`src/rtl/dma_blk_pkg.sv`:
```
package dma_blk_pkg;
   localparam int unsigned REG_W = 32;

   typedef enum logic [1:0] {
      SEL_ADDR  = 2'd0,
      SEL_COUNT = 2'd1,
      SEL_CTRL  = 2'd2,
      SEL_NONE  = 2'd3
   } reg_sel_e;

   // control/status bit positions
   localparam int unsigned CB_DIR  = 0;
   localparam int unsigned CB_DONE = 1;
   localparam int unsigned CB_GO   = 2;
   localparam int unsigned CB_IE   = 30;
   localparam int unsigned CB_IRQ  = 31;
endpackage

```
`src/rtl/dma_blk_seq.sv`:
```
module dma_blk_seq #(
   parameter int unsigned ADDR_W = 16,
   parameter int unsigned CNT_W  = 16
) (
   input  logic              clk,
   input  logic              rst_n,
   input  logic              ld_addr,
   input  logic              ld_cnt,
   input  logic [ADDR_W-1:0] ld_addr_val,
   input  logic [CNT_W-1:0]  ld_cnt_val,
   input  logic              go,
   input  logic              beat,
   output logic [ADDR_W-1:0] addr,
   output logic [CNT_W-1:0]  cnt,
   output logic              active,
   output logic              cnt_zero,
   output logic              complete
);
   localparam logic [CNT_W-1:0]  CNT_ONE  = CNT_W'(1);
   localparam logic [ADDR_W-1:0] ADDR_ONE = ADDR_W'(1);

   assign cnt_zero = (cnt == '0);
   assign complete = beat && (cnt == CNT_ONE);

   always_ff @(posedge clk or negedge rst_n) begin
      if (!rst_n) begin
         addr   <= '0;
         cnt    <= '0;
         active <= 1'b0;
      end else begin
         if (ld_addr) addr <= ld_addr_val;
         else if (beat) addr <= addr + ADDR_ONE;

         if (ld_cnt) cnt <= ld_cnt_val;
         else if (beat) cnt <= cnt - CNT_ONE;

         if (go) active <= 1'b1;
         else if (complete) active <= 1'b0;
      end
   end

   // an active channel always has words left to move
   assert_active_has_words_R7: assert property (@(posedge clk) disable iff (!rst_n)
      active |-> !cnt_zero);

   assert_step_per_word_R7: assert property (@(posedge clk) disable iff (!rst_n)
      beat |=> (addr == $past(addr) + ADDR_ONE) && (cnt == $past(cnt) - CNT_ONE));

   assert_hold_on_stall_R8: assert property (@(posedge clk) disable iff (!rst_n)
      (active && !beat) |=> $stable(addr) && $stable(cnt) && active);

   assert_last_word_ends_R9: assert property (@(posedge clk) disable iff (!rst_n)
      complete |=> !active && cnt_zero);
endmodule

```
`src/rtl/dma_blk_xfer.sv`:
```
module dma_blk_xfer #(
   parameter int unsigned ADDR_W = 16,
   parameter int unsigned WORD_W = 32
) (
   input  logic              clk,
   input  logic              rst_n,
   input  logic              active,
   input  logic              dir,
   input  logic [ADDR_W-1:0] addr,
   input  logic              bus_gnt,
   input  logic              dev_full,
   input  logic              dev_empty,
   input  logic [WORD_W-1:0] mem_rdata,
   input  logic [WORD_W-1:0] dev_rdata,
   output logic              beat,
   output logic              bus_req,
   output logic              mem_en,
   output logic              mem_we,
   output logic [ADDR_W-1:0] mem_addr,
   output logic [WORD_W-1:0] mem_wdata,
   output logic              dev_push,
   output logic [WORD_W-1:0] dev_wdata,
   output logic              dev_pop
);
   logic side_ready;

   // dir=1: memory -> device, needs room; dir=0: device -> memory, needs data
   assign side_ready = dir ? !dev_full : !dev_empty;
   assign bus_req    = active;
   assign beat       = active && bus_gnt && side_ready;

   assign mem_en    = beat;
   assign mem_we    = beat && !dir;
   assign mem_addr  = addr;
   assign mem_wdata = dev_rdata;
   assign dev_push  = beat && dir;
   assign dev_wdata = mem_rdata;
   assign dev_pop   = beat && !dir;

   assert_access_needs_grant_R8: assert property (@(posedge clk) disable iff (!rst_n)
      mem_en |-> bus_gnt && bus_req);

   assert_push_has_room_R5: assert property (@(posedge clk) disable iff (!rst_n)
      dev_push |-> !dev_full && mem_en && !mem_we);

   assert_pop_has_data_R6: assert property (@(posedge clk) disable iff (!rst_n)
      dev_pop |-> !dev_empty && mem_en && mem_we);

   assert_one_side_R5: assert property (@(posedge clk) disable iff (!rst_n)
      $onehot0({dev_push, dev_pop}));
endmodule

```
`src/rtl/dma_blk_regs.sv`:
```
module dma_blk_regs
   import dma_blk_pkg::*;
#(
   parameter int unsigned ADDR_W = 16,
   parameter int unsigned CNT_W  = 16
) (
   input  logic              clk,
   input  logic              rst_n,
   input  logic [1:0]        reg_sel,
   input  logic              reg_wr,
   input  logic              reg_rd,
   input  logic [REG_W-1:0]  reg_wdata,
   output logic [REG_W-1:0]  reg_rdata,
   input  logic [ADDR_W-1:0] addr,
   input  logic [CNT_W-1:0]  cnt,
   input  logic              active,
   input  logic              cnt_zero,
   input  logic              complete,
   output logic              ld_addr,
   output logic              ld_cnt,
   output logic              go,
   output logic              dir,
   output logic              irq
);
   logic             ie, done;
   logic             ctrl_wr, zero_go, stat_rd;
   logic [REG_W-1:0] addr_word, cnt_word, ctrl_word;
   logic             unused_wdata;

   assign unused_wdata = ^{reg_wdata[REG_W-1], reg_wdata[CB_IE-1:CB_GO+1], reg_wdata[CB_DONE]};

   // writes land only while idle
   assign ld_addr = reg_wr && !active && (reg_sel == SEL_ADDR);
   assign ld_cnt  = reg_wr && !active && (reg_sel == SEL_COUNT);
   assign ctrl_wr = reg_wr && !active && (reg_sel == SEL_CTRL);
   assign go      = ctrl_wr && reg_wdata[CB_GO] && !cnt_zero;
   assign zero_go = ctrl_wr && reg_wdata[CB_GO] && cnt_zero;
   assign stat_rd = reg_rd && (reg_sel == SEL_CTRL);

   always_ff @(posedge clk or negedge rst_n) begin
      if (!rst_n) begin
         dir  <= 1'b0;
         ie   <= 1'b0;
         done <= 1'b0;
         irq  <= 1'b0;
      end else begin
         if (ctrl_wr) begin
            dir <= reg_wdata[CB_DIR];
            ie  <= reg_wdata[CB_IE];
         end
         if (go) done <= 1'b0;
         else if (complete || zero_go) done <= 1'b1;

         if (go) irq <= 1'b0;
         else if ((complete && ie) || (zero_go && reg_wdata[CB_IE])) irq <= 1'b1;
         else if (stat_rd) irq <= 1'b0;
      end
   end

   // readback width adaptation
   generate
      if (ADDR_W < REG_W) begin : g_addr_pad
         assign addr_word = {{(REG_W-ADDR_W){1'b0}}, addr};
      end else begin : g_addr_full
         assign addr_word = addr;
      end
      if (CNT_W < REG_W) begin : g_cnt_pad
         assign cnt_word = {{(REG_W-CNT_W){1'b0}}, cnt};
      end else begin : g_cnt_full
         assign cnt_word = cnt;
      end
   endgenerate

   always_comb begin
      ctrl_word          = '0;
      ctrl_word[CB_DIR]  = dir;
      ctrl_word[CB_DONE] = done;
      ctrl_word[CB_IE]   = ie;
      ctrl_word[CB_IRQ]  = irq;
   end

   always_comb begin
      case (reg_sel)
         SEL_ADDR:  reg_rdata = addr_word;
         SEL_COUNT: reg_rdata = cnt_word;
         SEL_CTRL:  reg_rdata = ctrl_word;
         default:   reg_rdata = '0;
      endcase
   end

   assert_flag_implies_done_R10: assert property (@(posedge clk) disable iff (!rst_n)
      irq |-> done);

   assert_start_clears_R4: assert property (@(posedge clk) disable iff (!rst_n)
      go |=> !done && !irq && active);

   assert_read_clears_R11: assert property (@(posedge clk) disable iff (!rst_n)
      (stat_rd && !complete && !reg_wr) |=> !irq);

   assert_zero_start_R12: assert property (@(posedge clk) disable iff (!rst_n)
      zero_go |=> done && !active);

   assert_busy_write_ignored_R13: assert property (@(posedge clk) disable iff (!rst_n)
      (reg_wr && active) |=> $stable(dir) && $stable(ie));
endmodule

```
`src/rtl/dma_blk_ctrl.sv`:
```
module dma_blk_ctrl
   import dma_blk_pkg::*;
#(
   parameter int unsigned ADDR_W = 16,
   parameter int unsigned CNT_W  = 16,
   parameter int unsigned WORD_W = 32
) (
   input  logic              clk,
   input  logic              rst_n,
   input  logic [1:0]        reg_sel,
   input  logic              reg_wr,
   input  logic              reg_rd,
   input  logic [31:0]       reg_wdata,
   output logic [31:0]       reg_rdata,
   output logic              bus_req,
   input  logic              bus_gnt,
   output logic              mem_en,
   output logic              mem_we,
   output logic [ADDR_W-1:0] mem_addr,
   output logic [WORD_W-1:0] mem_wdata,
   input  logic [WORD_W-1:0] mem_rdata,
   output logic              dev_push,
   output logic [WORD_W-1:0] dev_wdata,
   input  logic              dev_full,
   output logic              dev_pop,
   input  logic [WORD_W-1:0] dev_rdata,
   input  logic              dev_empty,
   output logic              irq
);
   generate
      if (ADDR_W < 1 || ADDR_W > REG_W) begin : g_bad_addr
         $error("ADDR_W must lie in 1..32");
      end
      if (CNT_W < 1 || CNT_W > REG_W) begin : g_bad_cnt
         $error("CNT_W must lie in 1..32");
      end
      if (WORD_W < 1) begin : g_bad_word
         $error("WORD_W must be positive");
      end
   endgenerate

   logic [ADDR_W-1:0] addr;
   logic [CNT_W-1:0]  cnt;
   logic active, cnt_zero, complete, beat;
   logic ld_addr, ld_cnt, go, dir;

   dma_blk_regs #(.ADDR_W(ADDR_W), .CNT_W(CNT_W)) u_regs (
      .clk(clk), .rst_n(rst_n),
      .reg_sel(reg_sel), .reg_wr(reg_wr), .reg_rd(reg_rd),
      .reg_wdata(reg_wdata), .reg_rdata(reg_rdata),
      .addr(addr), .cnt(cnt), .active(active), .cnt_zero(cnt_zero),
      .complete(complete), .ld_addr(ld_addr), .ld_cnt(ld_cnt),
      .go(go), .dir(dir), .irq(irq)
   );

   dma_blk_seq #(.ADDR_W(ADDR_W), .CNT_W(CNT_W)) u_seq (
      .clk(clk), .rst_n(rst_n),
      .ld_addr(ld_addr), .ld_cnt(ld_cnt),
      .ld_addr_val(reg_wdata[ADDR_W-1:0]), .ld_cnt_val(reg_wdata[CNT_W-1:0]),
      .go(go), .beat(beat),
      .addr(addr), .cnt(cnt), .active(active),
      .cnt_zero(cnt_zero), .complete(complete)
   );

   dma_blk_xfer #(.ADDR_W(ADDR_W), .WORD_W(WORD_W)) u_xfer (
      .clk(clk), .rst_n(rst_n),
      .active(active), .dir(dir), .addr(addr), .bus_gnt(bus_gnt),
      .dev_full(dev_full), .dev_empty(dev_empty),
      .mem_rdata(mem_rdata), .dev_rdata(dev_rdata),
      .beat(beat), .bus_req(bus_req),
      .mem_en(mem_en), .mem_we(mem_we), .mem_addr(mem_addr),
      .mem_wdata(mem_wdata), .dev_push(dev_push), .dev_wdata(dev_wdata),
      .dev_pop(dev_pop)
   );

   assert_irq_follows_done_R9: assert property (@(posedge clk) disable iff (!rst_n)
      $rose(irq) |-> !bus_req);
endmodule

```
`config.mk`:
```
export PLATFORM = sky130hd
export DESIGN_NAME = dma_blk_ctrl
export DESIGN_NICKNAME = d
export VERILOG_FILES = /design/src/rtl/dma_blk_pkg.sv /design/src/rtl/dma_blk_seq.sv /design/src/rtl/dma_blk_xfer.sv /design/src/rtl/dma_blk_regs.sv /design/src/rtl/dma_blk_ctrl.sv
export SDC_FILE = /design/constraint.sdc
export NUM_CORES = 1
export LEC_CHECK = 0
export ABC_AREA = 0
export BUFFER_PORTS_ARGS = -buffer_cell sky130_fd_sc_hd__buf_2
export CAP_MARGIN = 5
export CORE_MARGIN = 8
export CORE_UTILIZATION = 40
export DETAILED_ROUTE_END_ITERATION = 7
export PLACE_DENSITY = 0.85
export RECOVER_POWER = 25
export SYNTH_ARGS = -nofsm -noshare
export SYNTH_HDL_FRONTEND = slang
export SYNTH_HIERARCHICAL = 1
export SYNTH_SLANG_ARGS = --single-unit
```
`constraint.sdc`:
```
create_clock -name clk -period 2.7 [get_ports clk]
set_input_delay 0.27 -clock clk [delete_from_list [all_inputs] [get_ports clk]]
set_output_delay 0.27 -clock clk [all_outputs]
set_load 0.01 [all_outputs]
```
==> results.yml, run 1 <==
critical_path:
  crit_fanout: 7
  crit_path_end_kind: "flip-flop"
  crit_type: "reg -> reg"
  worst_r2r_endpoint: "u_seq/cnt[13]"
  start_kind: "flip-flop"
  cp_data_required_time_ps: 2900
  reg2regPathDepth: 6
  r2r-start: "u_seq/active"
  reg2reg_slack_ps: 300
  worstPathArrival_ps: 2610
placement:
  hpwl_um: 5860
  pre_cts_slack_ps: 406
  gp_congestion: 0.915
  port_buffers: 65
die:
  core_mm2: 0.00769
  fp.dieW_um: 105
  die_h_um: 105
  die-area_mm2: 0.0110
  initial_core_util_pct: 41.0
  ioPinCount: 223
  rows: 32
pwr:
  power.internal_mw: 1.53
  leakage_nw: 1.27
  power_switching_mw: 1.26
  swShare_pct: 45.2
  comb_power_share_pct: 40.5
  ir_drop_mv: 0.436
  powerDensity_mw_per_mm2: 935
  pwr-share-seq_pct: 45.8
  pwr-share-clk_pct: 13.7
yosys:
  synth_compound_area_share_pct: 7.99
  yosysSeqAreaShare_pct: 29.4
  synth_cell_types: 45
  yosysWarnings: 6
  synth_top_family_by_area: "buffers and inverters"
  synth-adder-area-share_pct: 1.19
  yosys.area_share.simple_pct: 23.4
  synthCells: 369
  netlist_area_mm2: 0.00315
  synthXorXnorAreaFrac_pct: 6.95
  syn_area_per_cell_um2: 8.53
  yosys-mux-area-fraction_pct: 5.40
  ys_ff_latch: 37
route:
  vias: 2396
  vias_per_cell: 5.32
  drt-initial-drc-count: 153
  antenna_left: 0
  wl_um: 7700
  wl_per_cell_um: 17.1
  dr.pass1.iters: 4
  drc: 0
cts:
  cts-resized-gates: 0
  clk_pin_slew_worst_paths_ps: 70
  post_cts_buffers: 0
  cts_made_buffers: 5
  clock_latency_ps: 280
  clock-root-buffer: "clkbuf_8"
  cts_num_sinks: 37
  ctsHoldBuffers: 0
  cts_tree: "built"
  clockBufferDepth: 2
  h-tree-depth: 2
timing:
  fin_ws_ps: 296
  clock_skew_ps: 5.96
  rsz0062_at_grt: "no"
  final-hold-violation-count: 0
  fmax_ghz: 0.416
  fin_crit_sh_pct: 89.0
  slew_violations: 0
  period_needed_ps: 2400
  setup_viol: 0
  tns_ps: 0
  tightest_slew_ps: 830
  slew_headroom_pct: 44.6
min_path:
  hp-class: "in -> async"
status:
  status: "finished, final reports clean"
global_route:
  grt_pass1_wl_um: 12500
  overflow: 0
  grt_pass1_vias: 2399
  antenna_found_initial: 0
  grt_max_degree: 38
  grtUsageTotal_pct: 13.7
finish:
  finalNetCount: 456
  insertedDiodeCount: 0
  area_growth_pct: -5.01
  drive_above_1_share_pct: 25.3
job:
  maxCapViolations: 0
area by class of cell:
cell class                 count  area, µm²
fill                         806       4700
multi-input combinational    232       1490
sequential                    37        926
timing repair buffer          68        348
tap                          102        128
clock buffer                   7       86.3
inverter                       4       15.0
layer usage:
| layer | share of wire, % | up-vias | track usage, % |
|---|---|---|---|
| met5 | 0 | - | 0 |
| met3 | 12 | 33 | 4.98 |
| li1 | - | 1100 | - |
| met4 | 3.4 | 0 | 7.65 |
| met2 | 42 | 143 | 19.5 |
| met1 | 42 | 1120 | 17.6 |
critical path, stage by stage, from the launching register on:
cell	delay, ps
dfrtp_1	520
nand2_2	130
a211oi_2	440
nor3b_1	550
nand4_1	180
or3_1	340
a31oi_1	170
worst max-delay path by stage:
stage,to,startpoint,cells after the start
2_1_floorplan,u_seq/cnt[15],u_seq/active,5
5_1_grt,u_seq/addr[14],u_seq/active,7
3_5_place_dp,u_seq/cnt[13],u_seq/active,6
4_1_cts,u_seq/addr[12],u_seq/active,7
3_3_place_gp,u_seq/addr[14],u_seq/active,7
6_report,u_seq/cnt[13],u_seq/active,6
per-stage QoR:
stage / instance area, µm² / total power, mW / hold slack [ps] / utilization (%) / std cells
final: 2990 / 2.80 / 83.2 / 38.9 / 450
after global routing: 2990 / 3.01 / 153 / 38.9 / 450
after CTS: 2990 / 2.81 / 110 / 38.9 / 450
after detailed placement: 2910 / 2.41 / 419 / 37.8 / 443
after global placement: 2910 / 2.35 / 408 / 37.8 / 443
after floorplan: 3200 / 2.19 / -25.6 / - / 382
synth_stat cells, drive strengths merged:
| cell type | count | share of area [%] |
|---|---|---|
| nor3 | 8 | 2.0 |
| nand2b | 2 | 0.40 |
| mux2i | 17 | 5.4 |
| nand2 | 43 | 5.2 |
| nor2b | 1 | 0.20 |
| o31a | 2 | 0.56 |
| clkbuf | 9 | 1.2 |
| a31oi | 3 | 0.60 |
| nor4b | 2 | 0.56 |
| nand3 | 7 | 1.3 |
| nor3b | 5 | 1.5 |
| nor4bb | 1 | 0.32 |
| inv | 4 | 0.48 |
| conb | 1 | 0.12 |
| buf | 100 | 24 |
| nor4 | 9 | 2.5 |
| nand4b | 1 | 0.28 |
| nand4 | 13 | 3.1 |
| or3b | 1 | 0.28 |
| nor2 | 27 | 3.2 |
| or3 | 3 | 0.60 |
| o21ai | 33 | 5.2 |
| dfrtp | 37 | 29 |
| and4bb | 1 | 0.52 |
| a21bo | 1 | 0.32 |
| xor2 | 8 | 2.2 |
| xnor2 | 17 | 4.7 |
| nand4bb | 2 | 0.72 |
| and2b | 1 | 0.24 |
| and2 | 3 | 0.60 |
| a221o | 2 | 0.64 |
| ha | 3 | 1.2 |
| a211oi | 2 | 0.64 |
flip-flops by register name, indices dropped and copies added, names as in the netlist:
register,count
u_seq/addr,16
u_seq/cnt,16
u_regs/dir,1
u_regs/done,1
u_regs/ie,1
u_regs/irq,1
u_seq/active,1
power groups by stage:
| stage | combinational (mW) | sequential [mW] | clock [mW] |
|---|---|---|---|
| floorplan | 1.04 | 1.15 | 0 |
| global placement | 1.09 | 1.26 | 0 |
| detailed placement | 1.13 | 1.28 | 0 |
| CTS | 1.14 | 1.27 | 0.397 |
| global route | 1.26 | 1.33 | 0.420 |
| finish | 1.13 | 1.28 | 0.383 |
cell families (layout without fill, tap and decap cells):
family,Yosys count,count (layout)
fa+ha+maj,3,3
other cells,1,14
compound gates,43,43
xor+xnor,25,25
flops,37,37
simple gates,130,130
mux,17,17
buf+inv,113,79
placed cells by master, fill, tap and decap left out, types with 2 or more instances in the layout:
cell type / synthesis / routed
dfrtp_1: 37 / 37
nor3_1: 6 / 6
buf_2: 1 / 65
nor3b_2: 2 / 2
nand3_1: 6 / 6
inv_1: 4 / 4
o21ai_0: 31 / 31
o21ai_1: 2 / 2
buf_4: 98 / 3
xnor2_1: 17 / 17
nand4_1: 12 / 12
mux2i_1: 17 / 17
xor2_1: 8 / 8
and2_1: 3 / 3
nor4_1: 7 / 7
or3_1: 3 / 3
conb_1: 1 / 14
a31oi_1: 3 / 3
ha_1: 3 / 3
clkbuf_8: 0 / 6
nand4bb_1: 2 / 2
nor3b_1: 3 / 3
nor2_1: 27 / 27
nand2_1: 42 / 42
nor3_4: 2 / 2
a221o_1: 2 / 2
nand2b_1: 2 / 2
o31a_1: 2 / 2
Power figures use the tool's default switching activity.
==> run 2: changes to the inputs <==
- SYNTH_HIERARCHICAL: 1 -> unset
==> run 2 against run 1 <==
  * Via count rose by 13%
  * Power shrank 6.3%
  * Critical path type is now reg -> out
  * Die area fell by 2.0%
  * Flip-flop and latch count did not move
  * Combinational power is essentially flat
  * Highest routed layer is now met5
==> results.yml, run 2 <==
status:
  status: "finished, final reports clean"
finish:
  fillers: 814
  final_common_cell: "buf_2"
  drive_above_1_share_pct: 24.7
  finalNetCount: 468
  insertedDiodeCount: 0
  layout_common_cells: "65 x buf_2, 37 x dfrtp_1, 29 x nand2_1, 21 x nor2_1, 20 x o21ai_0"
  reg_top3: "u_seq.addr (16), u_seq.cnt (16)"
  area_growth_pct: -0.244
critical_path:
  timing.critical_path.buf_inv: 2
  crit_fanout: 14
  start_kind: "flip-flop"
  cp_data_required_time_ps: 2430
  path_delay_family: "buffers and inverters"
  crit_slowest_cell: "dfrtp_1"
  worstPathArrival_ps: 2070
  crit_type: "reg -> out"
  crit_path_end_kind: "output port"
  crit_chain: "mux2i_2, nand2_1, inv_1, buf_2"
  crit_path_max_incr_delay_ps: 500
yosys:
  syn_area_per_cell_um2: 8.50
  netlist_area_mm2: 0.00308
  yosysWarnings: 0
  synthCells: 362
  synthFlopType: "dfrtp_1"
  synth_async_sr_flop_share_pct: 100
  synth_area_leaders: "dfrtp_1 30%, buf_4 19%, mux2i_1 5.5%, nand2_1 3.5%, o21ai_0 3.3%"
  synth.most_common_cell: "buf_4"
  synth_top_area_share_pct: 30.1
  yosys-top-cells-count: "79 x buf_4, 37 x dfrtp_1, 29 x nand2_1"
  synth_cell_types: 52
  synth_edf_count: 0
  yosysSeqAreaShare_pct: 30.1
  ys_ff_latch: 37
  yosys.area.top_type: "dfrtp_1"
timing:
  period_needed_ps: 2340
  fin_crit_sh_pct: 86.8
  slew_headroom_pct: 41.8
  tns_ps: 0
  worst_hold_slack_ps: 72.5
  slew_violations: 0
  final-hold-violation-count: 0
  rsz0062_at_grt: "no"
  tightest_slew_ps: 874
  setup_viol: 0
  clock_skew_ps: 7.25
  fmax_ghz: 0.427
route:
  vias_per_cell: 5.85
  dr_wl_met3_um: 1030
  dr_wl_met2_um: 4150
  top_layer: "met5"
  vias: 2708
  drc: 0
  wl_per_cell_um: 19.4
  dr.pass1.iters: 4
  antenna_left: 0
  drt-initial-drc-count: 206
  wl_um: 8990
  m1WireLength_um: 3600
die:
  ioPinCount: 223
  die-area_mm2: 0.0108
  rows: 32
  core_mm2: 0.00761
  die_h_um: 104
  initial_core_util_pct: 40.4
  fp.dieW_um: 104
cts:
  h-tree-depth: 2
  cts-resized-gates: 0
  cts_made_buffers: 5
  cts_num_sinks: 37
  clock-root-buffer: "clkbuf_8"
  post_cts_buffers: 0
  clk_pin_slew_worst_paths_ps: 80
  cts_tree: "built"
  clockBufferDepth: 2
  ctsHoldBuffers: 0
  clock_latency_ps: 300
job:
  maxCapViolations: 0
global_route:
  antenna_found_initial: 1
  grt_pass1_vias: 2713
  grt_pass1_wl_um: 14400
  grtUsageTotal_pct: 16.4
  overflow: 0
  grt_max_degree: 38
pwr:
  pwr-share-seq_pct: 42.6
  power.internal_mw: 1.43
  swShare_pct: 45.5
  power_switching_mw: 1.19
  comb_power_share_pct: 42.6
  ir_drop_mv: 0.473
  powerDensity_mw_per_mm2: 854
  leakage_nw: 1.42
  power.total_mw: 2.62
  pwr-share-clk_pct: 14.8
placement:
  hpwl_um: 6870
  gp_congestion: 0.919
  port_buffers: 65
min_path:
  hp-class: "in -> async"
==> run 2: power by group through the flow <==
stage	logic (mW)	registers, mW	clock network [mW]
final	1.12	1.12	0.388
after global placement	1.07	1.09	0
after floorplan	0.815	1.05	0
after global routing	1.24	1.16	0.416
after detailed placement	1.11	1.12	0
after CTS	1.11	1.11	0.394
==> run 2: path summary, 6_finish.rpt <==
check,startpoint,to,slack (ps),cells after the start
worst min register to register,u_regs.ie,u_regs.ie,560,1
worst min-delay path,rst_n,u_seq.addr[10],70,1
min in group clk,reg_wdata[4],u_seq.addr[4],210,3
max in group asynchronous,rst_n,u_seq.cnt[11],2070,1
worst max register to register,u_regs.dir,u_seq.cnt[2],480,4
worst max-delay path,u_regs.dir,mem_en,360,4
==> run 2: kinds of logic (layout without fill, tap and decap cells) <==
group | after synthesis | count (layout) | synth area share (%)
and+or+nand+nor | 130 | 130 | 22.9
buffers and inverters | 97 | 83 | 21.6
AOI/OAI and AO/OA | 67 | 67 | 15.3
DFF | 37 | 37 | 30.1
muxes | 21 | 21 | 7.08
xor gates and xnor gates | 6 | 6 | 1.71
adders and majority gates | 3 | 3 | 1.22
other | 1 | 14 | 0.122
==> run 2: stage by stage <==
stage	utilization (%)	std cells	area, µm²	setup slack (ps)
2_1_floorplan	-	375	3120	718
3_3_place_gp	39.2	455	2990	634
3_5_place_dp	39.2	455	2990	559
4_1_cts	40.3	463	3070	400
5_1_grt	40.3	463	3070	243
6_report	40.3	463	3070	356
==> run 2: per-layer routing <==
metal / GRT usage, % / up-vias
met2: 25.2 / 169
met1: 20.1 / 1293
met3: 5.89 / 22
met5: 0 / -
li1: - / 1222
met4: 7.34 / 2
==> run 2: cell type report <==
class,count,area [µm²],share of cell area (%)
clock inverter,2,10.0,0.326
tap,102,128,4.16
multi-input combinational,241,1550,50.4
sequential,37,926,30.2
timing repair buffer,71,370,12.1
inverter,4,15.0,0.489
clock buffer,6,72.6,2.37
==> run 3: changes to the inputs <==
- CORE_ASPECT_RATIO: unset -> 1.75
==> run 3 against run 2 <==
  * The run now ends with DRC left
  * Flip-flop and latch count did not move
  * Global-route usage rose by 0.70 points
  * Clock skew fell by 1.8 ps
  * Design area rose by 1.1%
  * Count of clock-buffer cells in the layout fell by 1
  * Worst setup slack improved by 16 ps
  * Power rose by 6.7%
  * Critical endpoint unchanged
  * Largest cell class unchanged
  * First-iteration DRC count rose by 24%
  * Via count rose by 4.4%
  * Hold slack improved by 23 ps
  * Sequential power barely moved
==> results.yml, run 3 (synthesized netlist as in run 2, its figures left out) <==
status:
  status: "finished with violations"
  violations: "DRC"
cts:
  cts-resized-gates: 0
  cts_num_sinks: 37
  clockBufferDepth: 2
  clock-root-buffer: "clkbuf_16"
  clk_pin_slew_worst_paths_ps: 60
  h-tree-depth: 2
  cts_made_buffers: 5
  clock_latency_ps: 280
  ctsHoldBuffers: 0
  post_cts_buffers: 0
  cts_tree: "built"
timing:
  tns_ps: 0
  fin_crit_sh_pct: 86.2
  slew_violations: 0
  fin_ws_ps: 372
  clock_skew_ps: 5.47
  setup_viol: 0
  final-hold-violation-count: 0
  tightest_slew_ps: 864
  period_needed_ps: 2330
  worst_hold_slack_ps: 95.3
  fmax_ghz: 0.430
  slew_headroom_pct: 42.4
  rsz0062_at_grt: "no"
route:
  vias: 2828
  drt-initial-drc-count: 256
  wl_um: 9380
  dr.pass1.iters: 7
  wl_per_cell_um: 20.9
  antenna_left: 0
  vias_per_cell: 6.31
  drc: 2
die:
  die-area_mm2: 0.0109
  fp.dieW_um: 82.3
  rows: 42
  initial_core_util_pct: 40.9
  core_mm2: 0.00751
  die_h_um: 132
  ioPinCount: 223
critical_path:
  crit_path_end_kind: "output port"
  r2r-start: "u_seq.cnt[0]"
  worst_r2r_endpoint: "u_seq.cnt[10]"
  worstPathArrival_ps: 2060
  crit_type: "reg -> out"
  crit_fanout: 14
  reg2reg_slack_ps: 560
  reg2regPathDepth: 6
  cp_data_required_time_ps: 2430
  start_kind: "flip-flop"
placement:
  port_buffers: 65
  dpl.cell_count: 440
  pre_cts_slack_ps: 605
  dpl_cell_area_mm2: 0.00296
  gp_congestion: 0.914
  hpwl_um: 7110
pwr:
  powerDensity_mw_per_mm2: 901
  ir_drop_mv: 0.322
  comb_power_share_pct: 39.2
  power.internal_mw: 1.58
  swShare_pct: 43.4
  leakage_nw: 1.44
  pwr-share-clk_pct: 20.5
  pwr-share-seq_pct: 40.3
  power_switching_mw: 1.21
finish:
  layout_common_cells: "65 x buf_2, 37 x dfrtp_1, 29 x nand2_1, 21 x nor2_1, 20 x o21ai_0"
  drive_above_1_share_pct: 24.7
  area_growth_pct: 0.895
  reg_top3: "u_seq.addr (16), u_seq.cnt (16)"
  insertedDiodeCount: 0
  final_common_cell: "buf_2"
  design_area_mm2: 0.00310
  finalNetCount: 467
  layoutNonFillerInstCount: 448
global_route:
  grtUsageTotal_pct: 17.1
  grt_max_degree: 38
  antenna_found_initial: 0
  grt_pass1_vias: 2822
  overflow: 0
  grt_pass1_wl_um: 14600
job:
  maxCapViolations: 0
min_path:
  hp-class: "in -> async"
run 3: cell types whose count changed in the layout (fill, tap and decap cells not counted):
| cell | delta |
|---|---|
| clkbuf_1 | -1 |
| clkinvlp_4 | +1 |
| buf_4 | -1 |
| clkbuf_8 | -5 |
| clkbuf_16 | +5 |
run 3: worst max path at each step:
stage | from | to | slack [ps]
after global routing | u_regs.dir | mem_en | 230
final | u_regs.dir | mem_en | 370
after CTS | u_regs.dir | mem_en | 380
after global placement | u_seq.cnt[0] | u_seq.cnt[10] | 640
after floorplan | u_seq.cnt[0] | u_seq.cnt[10] | 720
after detailed placement | u_seq.cnt[0] | u_seq.cnt[10] | 610
run 3: power by group through the flow:
stage / Combinational, mW / Sequential (mW) / Clock (mW)
2_1_floorplan: 0.815 / 1.05 / 0
3_3_place_gp: 1.07 / 1.10 / 0
4_1_cts: 1.10 / 1.12 / 0.578
3_5_place_dp: 1.09 / 1.13 / 0
5_1_grt: 1.22 / 1.16 / 0.600
6_report: 1.10 / 1.13 / 0.573
run 3: cell type report:
type / instances / area (µm²)
Sequential cell: 37 / 926
Inverter: 4 / 15.0
Fill cell: 761 / 4410
Timing Repair Buffer: 70 / 363
Tap cell: 88 / 110
Clock buffer: 5 / 125
Multi-Input combinational cell: 241 / 1550
Clock inverter: 3 / 17.5
run 3: per-stage QoR:
stage	util, %	power [mW]
floorplan	-	1.86
global placement	39.4	2.17
detailed placement	39.4	2.22
CTS	41.3	2.79
global route	41.3	2.98
finish	41.3	2.80
run 3: worst max-delay path, cell delays in order, from the launching register on:
cell and delay (ps):
dfrtp_1 460, mux2i_2 500, nand2_1 170, inv_1 410
buf_2 230
run 3: per-layer routing:
layer	track usage [%]	share of wire (%)	up-vias
met1	18.6	33	1321
met4	17.2	9.2	0
met2	24.8	45	204
met3	4.78	12	81
met5	0	0	-
li1	-	-	1222
